**src/rtl/adc_pwr_pkg.sv**
```systemverilog
package adc_pwr_pkg;
  typedef enum logic [1:0] {
    PM_ON    = 2'd0,  // fully powered
    PM_OFF   = 2'd1,  // powered down
    PM_WAKE  = 2'd2,  // wake frame in progress or wake not complete
    PM_ARMED = 2'd3   // wake complete inside current frame
  } pm_state_e;
endpackage

```
**src/rtl/adc_pwr_sync.sv**
```systemverilog
module adc_pwr_sync #(
  parameter int   STAGES  = 2,
  parameter logic RST_VAL = 1'b1
) (
  input  logic clk_i,
  input  logic rst_ni,
  input  logic d_i,
  output logic lvl_o,
  output logic rise_o,
  output logic fall_o
);
  // pipe[STAGES-1] is the synchronized level, pipe[STAGES] its previous value
  logic [STAGES:0] pipe_q;

  always_ff @(posedge clk_i or negedge rst_ni) begin
    if (!rst_ni) pipe_q <= {(STAGES+1){RST_VAL}};
    else         pipe_q <= {pipe_q[STAGES-1:0], d_i};
  end

  assign lvl_o  = pipe_q[STAGES-1];
  assign rise_o = pipe_q[STAGES-1] & ~pipe_q[STAGES];
  assign fall_o = ~pipe_q[STAGES-1] & pipe_q[STAGES];
endmodule

```
**src/rtl/adc_pwr_frame.sv**
```systemverilog
module adc_pwr_frame #(
  parameter int CNT_W = 5
) (
  input  logic             clk_i,
  input  logic             rst_ni,
  input  logic             cs_fall_i,
  input  logic             cs_rise_i,
  input  logic             sclk_fall_i,
  output logic [CNT_W-1:0] cnt_o,
  output logic             open_o
);
  localparam logic [CNT_W-1:0] CntMax = '1;

  always_ff @(posedge clk_i or negedge rst_ni) begin
    if (!rst_ni) begin
      cnt_o  <= '0;
      open_o <= 1'b0;
    end else begin
      if (cs_fall_i)      open_o <= 1'b1;
      else if (cs_rise_i) open_o <= 1'b0;
      if (cs_fall_i)
        cnt_o <= '0;
      else if (sclk_fall_i && open_o && cnt_o != CntMax)
        cnt_o <= cnt_o + 1'b1;
    end
  end
endmodule

```
**src/rtl/adc_pwr_fsm.sv**
```systemverilog
module adc_pwr_fsm
  import adc_pwr_pkg::*;
#(
  parameter int CNT_W    = 5,
  parameter int DOWN_LO  = 2,
  parameter int DOWN_HI  = 10,
  parameter int WAKE_MIN = 16
) (
  input  logic             clk_i,
  input  logic             rst_ni,
  input  logic             cs_fall_i,
  input  logic             cs_rise_i,
  input  logic [CNT_W-1:0] cnt_i,
  output pm_state_e        state_o
);
  localparam logic [CNT_W-1:0] Lo   = CNT_W'(DOWN_LO);
  localparam logic [CNT_W-1:0] Hi   = CNT_W'(DOWN_HI);
  localparam logic [CNT_W-1:0] Full = CNT_W'(WAKE_MIN);

  pm_state_e state_d;

  always_comb begin
    state_d = state_o;
    unique case (state_o)
      PM_ON:    if (cs_rise_i && cnt_i >= Lo && cnt_i < Hi) state_d = PM_OFF;
      PM_OFF:   if (cs_fall_i) state_d = PM_WAKE;
      PM_WAKE: begin
        if (cs_rise_i) begin
          if (cnt_i < Hi)         state_d = PM_OFF;
          else if (cnt_i >= Full) state_d = PM_ON;
        end else if (cnt_i >= Full) begin
          state_d = PM_ARMED;
        end
      end
      PM_ARMED: if (cs_rise_i) state_d = PM_ON;
      default:  state_d = PM_ON;
    endcase
  end

  always_ff @(posedge clk_i or negedge rst_ni) begin
    if (!rst_ni) state_o <= PM_ON;
    else         state_o <= state_d;
  end
endmodule

```
**src/rtl/adc_pwr_sdo.sv**
```systemverilog
module adc_pwr_sdo
  import adc_pwr_pkg::*;
#(
  parameter int CNT_W  = 5,
  parameter int DATA_W = 16,
  parameter int LEAD   = 4
) (
  input  logic             clk_i,
  input  logic             rst_ni,
  input  logic             cs_fall_i,
  input  logic             cs_rise_i,
  input  logic [CNT_W-1:0] cnt_i,
  input  pm_state_e        state_i,
  output logic             valid_o,
  output logic             sdo_o
);
  localparam logic [CNT_W-1:0] First = CNT_W'(LEAD);
  localparam logic [CNT_W-1:0] Last  = CNT_W'(LEAD + DATA_W);

  logic [DATA_W-1:0] tag_q, word_q, shifted;
  logic [CNT_W-1:0]  offs;

  always_ff @(posedge clk_i or negedge rst_ni) begin
    if (!rst_ni) begin
      tag_q   <= '0;
      word_q  <= '0;
      valid_o <= 1'b0;
    end else if (cs_fall_i) begin
      valid_o <= (state_i == PM_ON);
      if (state_i == PM_ON) begin
        word_q <= tag_q;
        tag_q  <= tag_q + 1'b1;
      end
    end else if (cs_rise_i) begin
      valid_o <= 1'b0;
    end
  end

  assign offs    = cnt_i - First;
  assign shifted = word_q << offs;
  assign sdo_o   = valid_o && cnt_i >= First && cnt_i < Last && shifted[DATA_W-1];
endmodule

```
**src/rtl/adc_pwr_seq.sv**
```systemverilog
module adc_pwr_seq
  import adc_pwr_pkg::*;
#(
  parameter int SYNC_STAGES = 2,
  parameter int CNT_W       = 5,
  parameter int DOWN_LO     = 2,
  parameter int DOWN_HI     = 10,
  parameter int WAKE_MIN    = 16,
  parameter int DATA_W      = 16,
  parameter int LEAD        = 4
) (
  input  logic clk_i,
  input  logic rst_ni,
  input  logic cs_ni,
  input  logic sclk_i,
  output logic pwr_en_o,
  output logic sdo_oe_o,
  output logic sdo_o,
  output logic data_valid_o
);
  logic             cs_lvl, cs_rise, cs_fall;
  logic             sclk_lvl, sclk_rise, sclk_fall;
  logic [CNT_W-1:0] cnt_q;
  logic             frame_open;
  pm_state_e        state_q;

  adc_pwr_sync #(.STAGES(SYNC_STAGES), .RST_VAL(1'b1)) u_cs_sync (
    .clk_i, .rst_ni, .d_i(cs_ni),
    .lvl_o(cs_lvl), .rise_o(cs_rise), .fall_o(cs_fall)
  );

  adc_pwr_sync #(.STAGES(SYNC_STAGES), .RST_VAL(1'b1)) u_sclk_sync (
    .clk_i, .rst_ni, .d_i(sclk_i),
    .lvl_o(sclk_lvl), .rise_o(sclk_rise), .fall_o(sclk_fall)
  );

  adc_pwr_frame #(.CNT_W(CNT_W)) u_frame (
    .clk_i, .rst_ni,
    .cs_fall_i(cs_fall), .cs_rise_i(cs_rise), .sclk_fall_i(sclk_fall),
    .cnt_o(cnt_q), .open_o(frame_open)
  );

  adc_pwr_fsm #(
    .CNT_W(CNT_W), .DOWN_LO(DOWN_LO), .DOWN_HI(DOWN_HI), .WAKE_MIN(WAKE_MIN)
  ) u_fsm (
    .clk_i, .rst_ni,
    .cs_fall_i(cs_fall), .cs_rise_i(cs_rise), .cnt_i(cnt_q),
    .state_o(state_q)
  );

  adc_pwr_sdo #(.CNT_W(CNT_W), .DATA_W(DATA_W), .LEAD(LEAD)) u_sdo (
    .clk_i, .rst_ni,
    .cs_fall_i(cs_fall), .cs_rise_i(cs_rise), .cnt_i(cnt_q),
    .state_i(state_q), .valid_o(data_valid_o), .sdo_o(sdo_o)
  );

  logic unused_lvls;
  assign unused_lvls = cs_lvl ^ sclk_lvl ^ sclk_rise;

  assign pwr_en_o = (state_q != PM_OFF);
  assign sdo_oe_o = frame_open && pwr_en_o;
endmodule

```
**config.mk**
```make
export PLATFORM = sky130hd
export DESIGN_NAME = adc_pwr_seq
export DESIGN_NICKNAME = d
export VERILOG_FILES = /design/src/rtl/adc_pwr_pkg.sv /design/src/rtl/adc_pwr_sync.sv /design/src/rtl/adc_pwr_frame.sv /design/src/rtl/adc_pwr_fsm.sv /design/src/rtl/adc_pwr_sdo.sv /design/src/rtl/adc_pwr_seq.sv
export SDC_FILE = /design/constraint.sdc
export NUM_CORES = 1
export LEC_CHECK = 0
export ABC_CLOCK_PERIOD_IN_PS = 4550
export BUFFER_PORTS_ARGS = -buffer_cell sky130_fd_sc_hd__buf_2
export CAP_MARGIN = 25
export CORE_AREA = 5 5 72 74
export DETAILED_ROUTE_END_ITERATION = 7
export DIE_AREA = 0 0 77 79
export PLACE_DENSITY = 0.67
export SETUP_SLACK_MARGIN = 0.15
export SLEW_MARGIN = 20
export SYNTH_ARGS = -nofsm -noshare
export SYNTH_HDL_FRONTEND = slang
export SYNTH_SLANG_ARGS = --single-unit
```
**constraint.sdc**
```tcl
create_clock -name clk_i -period 4.55 [get_ports clk_i]
set_input_delay 0.91 -clock clk_i [delete_from_list [all_inputs] [get_ports clk_i]]
set_output_delay 0.91 -clock clk_i [all_outputs]
set_load 0.1 [all_outputs]
```
==> results summary, run 1 <==
The least setup slack across all paths after layout came out at 1.20 ns. In this run the post-CTS setup repair buffer count came out at 0. The largest single stage delay on the critical path is about 0.55 ns.

The worst min-delay path category is reg -> reg. The fraction of synthesized cell area taken by the top area cell type is 46.4%. The setup violation total in the final timing report came out at 0. The detailed router placed about 1300 vias in this run. The first-pass GRT wire length came out at 6420 um. After floorplanning, the core was divided into 25 placement rows. The number of global-route vias before repair came to 1357.

Across all hold checks on the routed design, the worst slack comes to 0.358 ns. Once the floorplan was initialized, standard cells occupied 48.7% of the core. The final critical delay including setup and external delays came out at 3.35 ns. CTS placed an instance of sky130_fd_sc_hd__clkbuf_8 at the clock tree root. The worst vdd rail ir drop came out at 0.000173 V. By startpoint and endpoint, the worst setup path is classified as reg -> out. Setup repair after global routing left no endpoint under its margin. The number of antenna-violating nets in the routed design is 0.

Entering global routing, the biggest net connects 48 pins. Measured along the x axis, the die boundary spans 77 um. By area the synthesized netlist is led by sky130_fd_sc_hd__dfrtp_1 (46%), sky130_fd_sc_hd__mux2_2 (9.7%), sky130_fd_sc_hd__dfstp_2 (7.1%). The total clock buffers created by CTS is 5. The register area share after synthesis is 53.6%. The number of nets handed over by synthesis was 190. The post-synthesis area per instance came out at 12.6 um^2.

After detailed routing, the number of remaining DRC violations is 0. At the end of the flow, the number of nets in the layout was roughly 200. The standard cell core area is 0.00454 mm^2. The signal on the critical path passes through ha_1, or3b_2, a211oi_1, o21ai_0, a31oi_1, buf_2. The hold buffer count at cts is 0. The number of buffers inserted by port buffering came out at 7. Along the worst path, the maximum fanout reaches 10. The half-perimeter wire length after detailed placement is 2540 um. The total congestion overflow after global routing is 0. The clock transition at the registers of the reported paths came out at 0.08 ns. Of all cell types, the one taking the most synthesized area is sky130_fd_sc_hd__dfrtp_1. The count of endpoints failing hold in the final timing report came to 0. The worst setup path is launched from a flip-flop. The repair_antennas step left the layout with diodes totalling 0.

The area of the mapped netlist is 0.00221 mm^2. The number of H-tree levels came out at 2. The top achievable clock speed came out at around 300 MHz. The final number of max-transition violations came out at 0. The share of synthesized flip-flops with an asynchronous set or reset is 100%. The count of different cell masters after synthesis came out at 36. The total number of yosys warnings is 0. Counting every instance in the synthesized netlist gives 176. The data arrival time at the worst-slack endpoint came out at 2.44 ns. Leaving out fill and tap cells, the most frequent cell in the layout is sky130_fd_sc_hd__dfrtp_1. The endpoint type of the worst setup path is an output pin. Summed over all cells, the static leakage comes to 1.12 nW. The wire length per cell after detailed routing is 15.0 um. The flow ran to the end, and the final reports show no timing, DRC or antenna violations.

Dividing the final minimum period by the clock period gives 73.7%. The share of post-route cells with drive strength above 1 came out at 25.0%. The placer congestion estimate is about 0.8. The power density relative to cell area came out at 432 mW/mm^2. The synthesized design contains 47 register bits.

The count of routing violations after the opening detailed-route iteration is 54. The number of vias per cell after detailed routing is ~5.4. The clock tree buffer depth is 2. The clock latency reported for the late side of the worst-skew pair is 0.29 ns. The count of flip-flops with a built-in enable after synthesis came out at 0. The number of antenna violations at the first check in global routing came to 0. The post-placement worst setup slack is between 1.5 and 2 ns. The total negative slack is 0 ns. The first-pass detailed-route iteration total came out at 4. The die height came out at 79 um.

The total of max-cap violations is 0. Measured against its own limit, the worst slew margin works out to 45.7%. The number of gates given a new drive strength after cts is 0. The all-layer global routing usage came out at 13.3%.

For the pin with the worst max-slew slack, the measured transition is 0.814 ns. The area enclosed by the die boundary is roughly 0.0061 mm^2. Counting every sink on the clock net gives 47. TritonCTS built the clock tree. The slowest stage of the critical path belongs to the cell sky130_fd_sc_hd__dfrtp_1. Data on the critical path is required at its endpoint by 3.64 ns.

The library cells used most frequently in the layout, excluding fill and tap cells, are sky130_fd_sc_hd__dfrtp_1 (41), sky130_fd_sc_hd__mux2_2 (19), sky130_fd_sc_hd__xnor2_1 (15). For the final database, setup skew stands at 0.00437 ns. Wires add up to 3580 um. In the synthesized netlist the dominant register cell turns out to be sky130_fd_sc_hd__dfrtp_1. The number of top-level design ports came out at 8. The synthesis-to-layout area growth is 7.76%.
[cells in the mapped netlist (all sizes together), types with 2 or more instances]
library cell and number:
a211oi 2, a31oi 2, and2 2, and3 4, buf 4, clkbuf 3, dfrtp 41, dfstp 6
ha 10, inv 7, mux2 19, mux2i 4, mux4 3, nand2 11, nand3 8, nand4 5
nor2 9, o21ai 4, or3b 2, xnor2 15, xor2 3
[sequential cells by signal, summed over array words and instances, names as in the netlist]
name                count
u_cs_sync.pipe_q        3
u_frame.cnt_o           5
u_frame.open_o          1
u_fsm.state_o           2
u_sclk_sync.pipe_q      3
u_sdo.tag_q            16
u_sdo.valid_o           1
u_sdo.word_q           16
[layer usage]
metal	share of wire [%]	up-vias	GRT usage, %
met4	2.1	0	6.70
met1	46	643	16.9
met2	48	17	20.6
met5	0	-	0
li1	-	620	-
met3	3.3	8	4.08
[logic make-up (layout without fill, tap and decap cells)]
| group | count (synthesis) | in the layout | synth area share (%) |
|---|---|---|---|
| simple gates | 49 | 49 | 12.7 |
| flops | 47 | 47 | 53.6 |
| mux | 26 | 26 | 14.6 |
| xor+xnor | 18 | 18 | 7.14 |
| buf+inv | 14 | 22 | 3.00 |
| compound gates | 12 | 12 | 3.40 |
| fa+ha+maj | 10 | 10 | 5.66 |
[metrics by stage]
step           instance area [um^2]  instances  power, mW  utilization, %
3_3_place_gp                   2270        230      0.765            50.1
4_1_cts                        2370        238       1.04            52.3
6_report                       2380        238       1.03            52.5
3_5_place_dp                   2270        230      0.774            50.1
2_1_floorplan                  2210        176      0.723               -
5_1_grt                        2380        238       1.09            52.5
[power by group]
group	switching, mW	leakage [nW]	internal (mW)
sequential	0.0603	0.615	0.480
clock	0.129	0.0515	0.139
combinational	0.131	0.455	0.0900
[path summary, 6_finish.rpt]
| kind | cells after the start | slack (ns) | from | end |
|---|---|---|---|---|
| max | 6 | 1.20 | u_frame.cnt_o[2]$_DFFE_PN0P_ | sdo_o |
| min | 0 | 0.36 | u_sclk_sync.pipe_q[0]$_DFF_PN1_ | u_sclk_sync.pipe_q[1]$_DFF_PN1_ |
| max reg2reg | 5 | 2.05 | u_cs_sync.pipe_q[2]$_DFF_PN1_ | u_sdo.tag_q[14]$_DFFE_PN0P_ |
| min reg2reg | 0 | 0.36 | u_sclk_sync.pipe_q[0]$_DFF_PN1_ | u_sclk_sync.pipe_q[1]$_DFF_PN1_ |
| max in group asynchronous | 1 | 3.54 | rst_ni | u_sdo.tag_q[4]$_DFFE_PN0P_ |
| min in group asynchronous | 1 | 0.61 | rst_ni | u_frame.cnt_o[4]$_DFFE_PN0P_ |
[worst max-delay path: cells and delay by family, from the launching register on]
kind | cells | cell delay (ns)
buffers and inverters | 1 | 0.46
AND/OR/NAND/NOR | 1 | 0.43
AO/OA/AOI/OAI | 3 | 0.51
adder cells (fa/ha/maj) | 1 | 0.19
flip-flops | 1 | 0.55
[area by class of cell]
class	instances	area (um^2)
Timing Repair Buffer	7	37.5
Fill cell	387	2150
Multi-Input combinational cell	115	966
Inverter	7	26.3
Tap cell	54	67.6
Sequential cell	47	1180
Clock buffer	8	100
Note: power is estimated with default switching activity, not from simulation.
==> run 2, diff against run 1 <==
--- a/config.mk
+++ b/config.mk
@@ -5,7 +5,7 @@
 export SDC_FILE = /design/constraint.sdc
 export NUM_CORES = 1
 export LEC_CHECK = 0
-export ABC_CLOCK_PERIOD_IN_PS = 4550
+export ABC_CLOCK_PERIOD_IN_PS = 3350
 export BUFFER_PORTS_ARGS = -buffer_cell sky130_fd_sc_hd__buf_2
 export CAP_MARGIN = 25
 export CORE_AREA = 5 5 72 74
==> constraint.sdc (replaced) <==
create_clock -name clk_i -period 3.35 [get_ports clk_i]
set_input_delay 0.67 -clock clk_i [delete_from_list [all_inputs] [get_ports clk_i]]
set_output_delay 0.67 -clock clk_i [all_outputs]
set_load 0.1 [all_outputs]
==> run 2 against run 1 <==
Against the previous run: first-iteration DRC count grew 22%; critical endpoint unchanged; combinational power grew 39%; hold slack lost 0.0041 ns; largest cell class unchanged; count of clock-buffer cells in the layout shrank 2; sequential power grew 37%; largest power group unchanged.
==> results summary, run 2 (synthesis gave the netlist of run 1 again) <==
The run finished with clean final reports. The number of antenna violations at the first check in global routing came out at 0 (unchanged). Timing would allow up to roughly 330 MHz. The area enclosed by the die boundary came to 0.00608 mm^2 (unchanged). The number of top-level design ports came out at 8 (unchanged). The number of sinks handled by clock tree synthesis was 47 (unchanged). The count of endpoints failing hold in the final timing report came out at 0 (unchanged).

The number of antenna-violating nets in the routed design came out at 0 (unchanged). The x dimension of the die came out at 77 um (unchanged). The number of cell instances on the worst register-to-register path came out at 5 (unchanged). The clock tree buffer depth is 2 (unchanged). STA classifies the critical path startpoint as a flip-flop.

The clock latency reported for the late side of the worst-skew pair came out at 0.30 ns (about the same). The critical path ends at sdo_o. In this run the critical register-to-register path is launched from u_cs_sync.pipe_q[2]$_DFF_PN1_.

STA classifies the critical path endpoint as an output pin. The clock period could shrink to ~3.0 ns. The total clock buffers created by CTS came to 5 (unchanged). The standard cell core area is 0.00454 mm^2 (unchanged).

The share of the core filled with cells in the final layout is 52.6% (+0.14 points). The number of antenna cells inserted came out at 0 (unchanged). The half-perimeter wire length after detailed placement came out at 2720 um (+7.4%).

The number of H-tree levels came to 2 (unchanged). In the layout the commonest cells are sky130_fd_sc_hd__dfrtp_1 (41), sky130_fd_sc_hd__mux2_2 (19), sky130_fd_sc_hd__xnor2_1 (15). The count of routing violations after the opening detailed-route iteration is 66 (+22%). The share of post-route cells with drive strength above 1 is 25.8% (+0.81 points). The library cell used most frequently in the layout, excluding fill and tap cells, is sky130_fd_sc_hd__dfrtp_1. The leakage power is 1.12 nW (-0.10%). The wire length per cell after detailed routing came out at 15.7 um (+4.2%). The final number of max-transition violations came to 0 (unchanged).

The transition time at the pin with the least slew margin came to 0.582 ns (-0.233 ns). The initial cell density of the core is 48.7% (unchanged). The post-layout net count is 199 (+1.0%).

The total length of routed wires came out at 3760 um (+5.0%). The endpoint required time on the critical path came to 2.68 ns (-0.96 ns). In the final layout, the registers with the most flip-flops are u_sdo.tag_q (16), u_sdo.word_q (16), u_frame.cnt_o (5). The first-pass GRT wire length is 6600 um (+2.8%).

The number of remaining DRC errors is 0 (unchanged). The worst clock skew is 0.00809 ns (+0.00372 ns). The overall power came out at 1.39 mW (+35%). The all-layer global routing usage came out at 13.7% (+0.39 points). The relative max-transition margin came out at 61.2% (+16 points). TritonCTS built the clock tree. The total negative slack is 0 ns (unchanged).

The number of cell rows is 25 (unchanged). The data arrival time at the worst-slack endpoint came out at 2.37 ns (-0.07 ns). The highest net fanout along the worst path came to 10 (unchanged). The critical path is of the reg -> out type. The placer congestion estimate came out at 0.836 (+7.4%).

The clock transition at the registers of the reported paths was 0.09 ns (about the same). The worst vdd rail ir drop is 0.000301 V (+75%). The number of global-route vias before repair is 1401 (+3.2%). The power density relative to cell area came out at 583 mW/mm^2 (+35%). The internal reg-to-reg setup slack came to 1.16 ns (-0.89 ns).

The synthesis-to-layout area growth came out at 8.04%. Setup repair after global routing left no endpoint under its margin. The setup violation total in the final timing report is 0 (unchanged). The total of max-cap violations came out at 0 (unchanged). The number of vias per cell after detailed routing is 5.51 (+1.9%). The hold buffer count at cts is 0 (unchanged).

The total via count in the routed design came out at 1323 (+2.7%). The number of buffers inserted by port buffering is 7 (unchanged). The tree is rooted in a sky130_fd_sc_hd__clkbuf_8. Dividing the final minimum period by the clock period gives 90.7%. The die height came out at 79 um (unchanged). The pin count of the biggest net entering global routing came out at 48 (unchanged). The critical path starts at u_frame.cnt_o[2]$_DFFE_PN0P_. The worst register-to-register path ends at u_sdo.tag_q[12]$_DFFE_PN0P_. The first-pass detailed-route iteration total came out at 4 (unchanged). The worst hold path belongs to the class in -> async. The total congestion overflow after global routing is 0 (unchanged). The count of buffers added by post-CTS timing repair for setup is 0 (unchanged).
-- run 2: what timing repair did --
action / in CTS / in global routing
endpoints found under the hold margin: 0 / 0
resized for setup: 0 / 1
setup endpoints to repair: 0 / 1
-- run 2: layout make-up --
type	count	area [um^2]
Fill cell	392	2150
Sequential cell	47	1180
Multi-Input combinational cell	115	966
Clock buffer	6	72.6
Tap cell	54	67.6
Timing Repair Buffer	9	55.1
Inverter	7	26.3
Clock inverter	2	16.3
-- run 2: power by group --
group	switching, mW	leakage, nW	total, mW	internal, mW
combinational	0.183	0.464	0.307	0.124
clock	0.196	0.0418	0.346	0.150
sequential	0.0870	0.615	0.739	0.652
-- run 2: worst min-delay path by stage --
stage / from / end / slack (ns) / cells after the start
CTS: u_sclk_sync.pipe_q[0]$_DFF_PN1_ / u_sclk_sync.pipe_q[1]$_DFF_PN1_ / 0.36 / 0
finish: rst_ni / u_frame.open_o$_DFFE_PN0P_ / 0.35 / 1
detailed placement: u_sclk_sync.pipe_q[0]$_DFF_PN1_ / u_sclk_sync.pipe_q[1]$_DFF_PN1_ / 0.35 / 0
global route: u_sclk_sync.pipe_q[0]$_DFF_PN1_ / u_sclk_sync.pipe_q[1]$_DFF_PN1_ / 0.37 / 0
global placement: u_cs_sync.pipe_q[0]$_DFF_PN1_ / u_cs_sync.pipe_q[1]$_DFF_PN1_ / 0.35 / 0
floorplan: u_cs_sync.pipe_q[0]$_DFF_PN1_ / u_cs_sync.pipe_q[1]$_DFF_PN1_ / 0.35 / 0
-- run 2: per-stage QoR --
| step | worst slack, ns | hold WS [ns] | instance area [um^2] | instances |
|---|---|---|---|---|
| after floorplan | 0.277 | 0.345 | 2220 | 176 |
| after global placement | 0.654 | 0.346 | 2290 | 232 |
| after detailed placement | 0.568 | 0.347 | 2290 | 232 |
| after CTS | 0.224 | 0.359 | 2380 | 240 |
| after global routing | 0.206 | 0.369 | 2390 | 240 |
| final | 0.311 | 0.354 | 2390 | 240 |
-- run 2: worst max-delay path, stage by stage, from the launching register on --
cell and delay (ns):
sky130_fd_sc_hd__dfrtp_1 0.55, sky130_fd_sc_hd__ha_1 0.20, sky130_fd_sc_hd__or3b_2 0.45, sky130_fd_sc_hd__a211oi_1 0.22
sky130_fd_sc_hd__o21ai_0 0.12, sky130_fd_sc_hd__a31oi_2 0.16, sky130_fd_sc_hd__clkbuf_4 0.35
-- run 2: routing by layer --
metal | global-route usage, % | up-vias | wire length [um]
li1 | - | 626 | -
met1 | 16.8 | 680 | 1700
met2 | 23.2 | 10 | 1890
met3 | 3.40 | 7 | 109
met4 | 5.67 | 0 | 63
met5 | 0 | - | 0
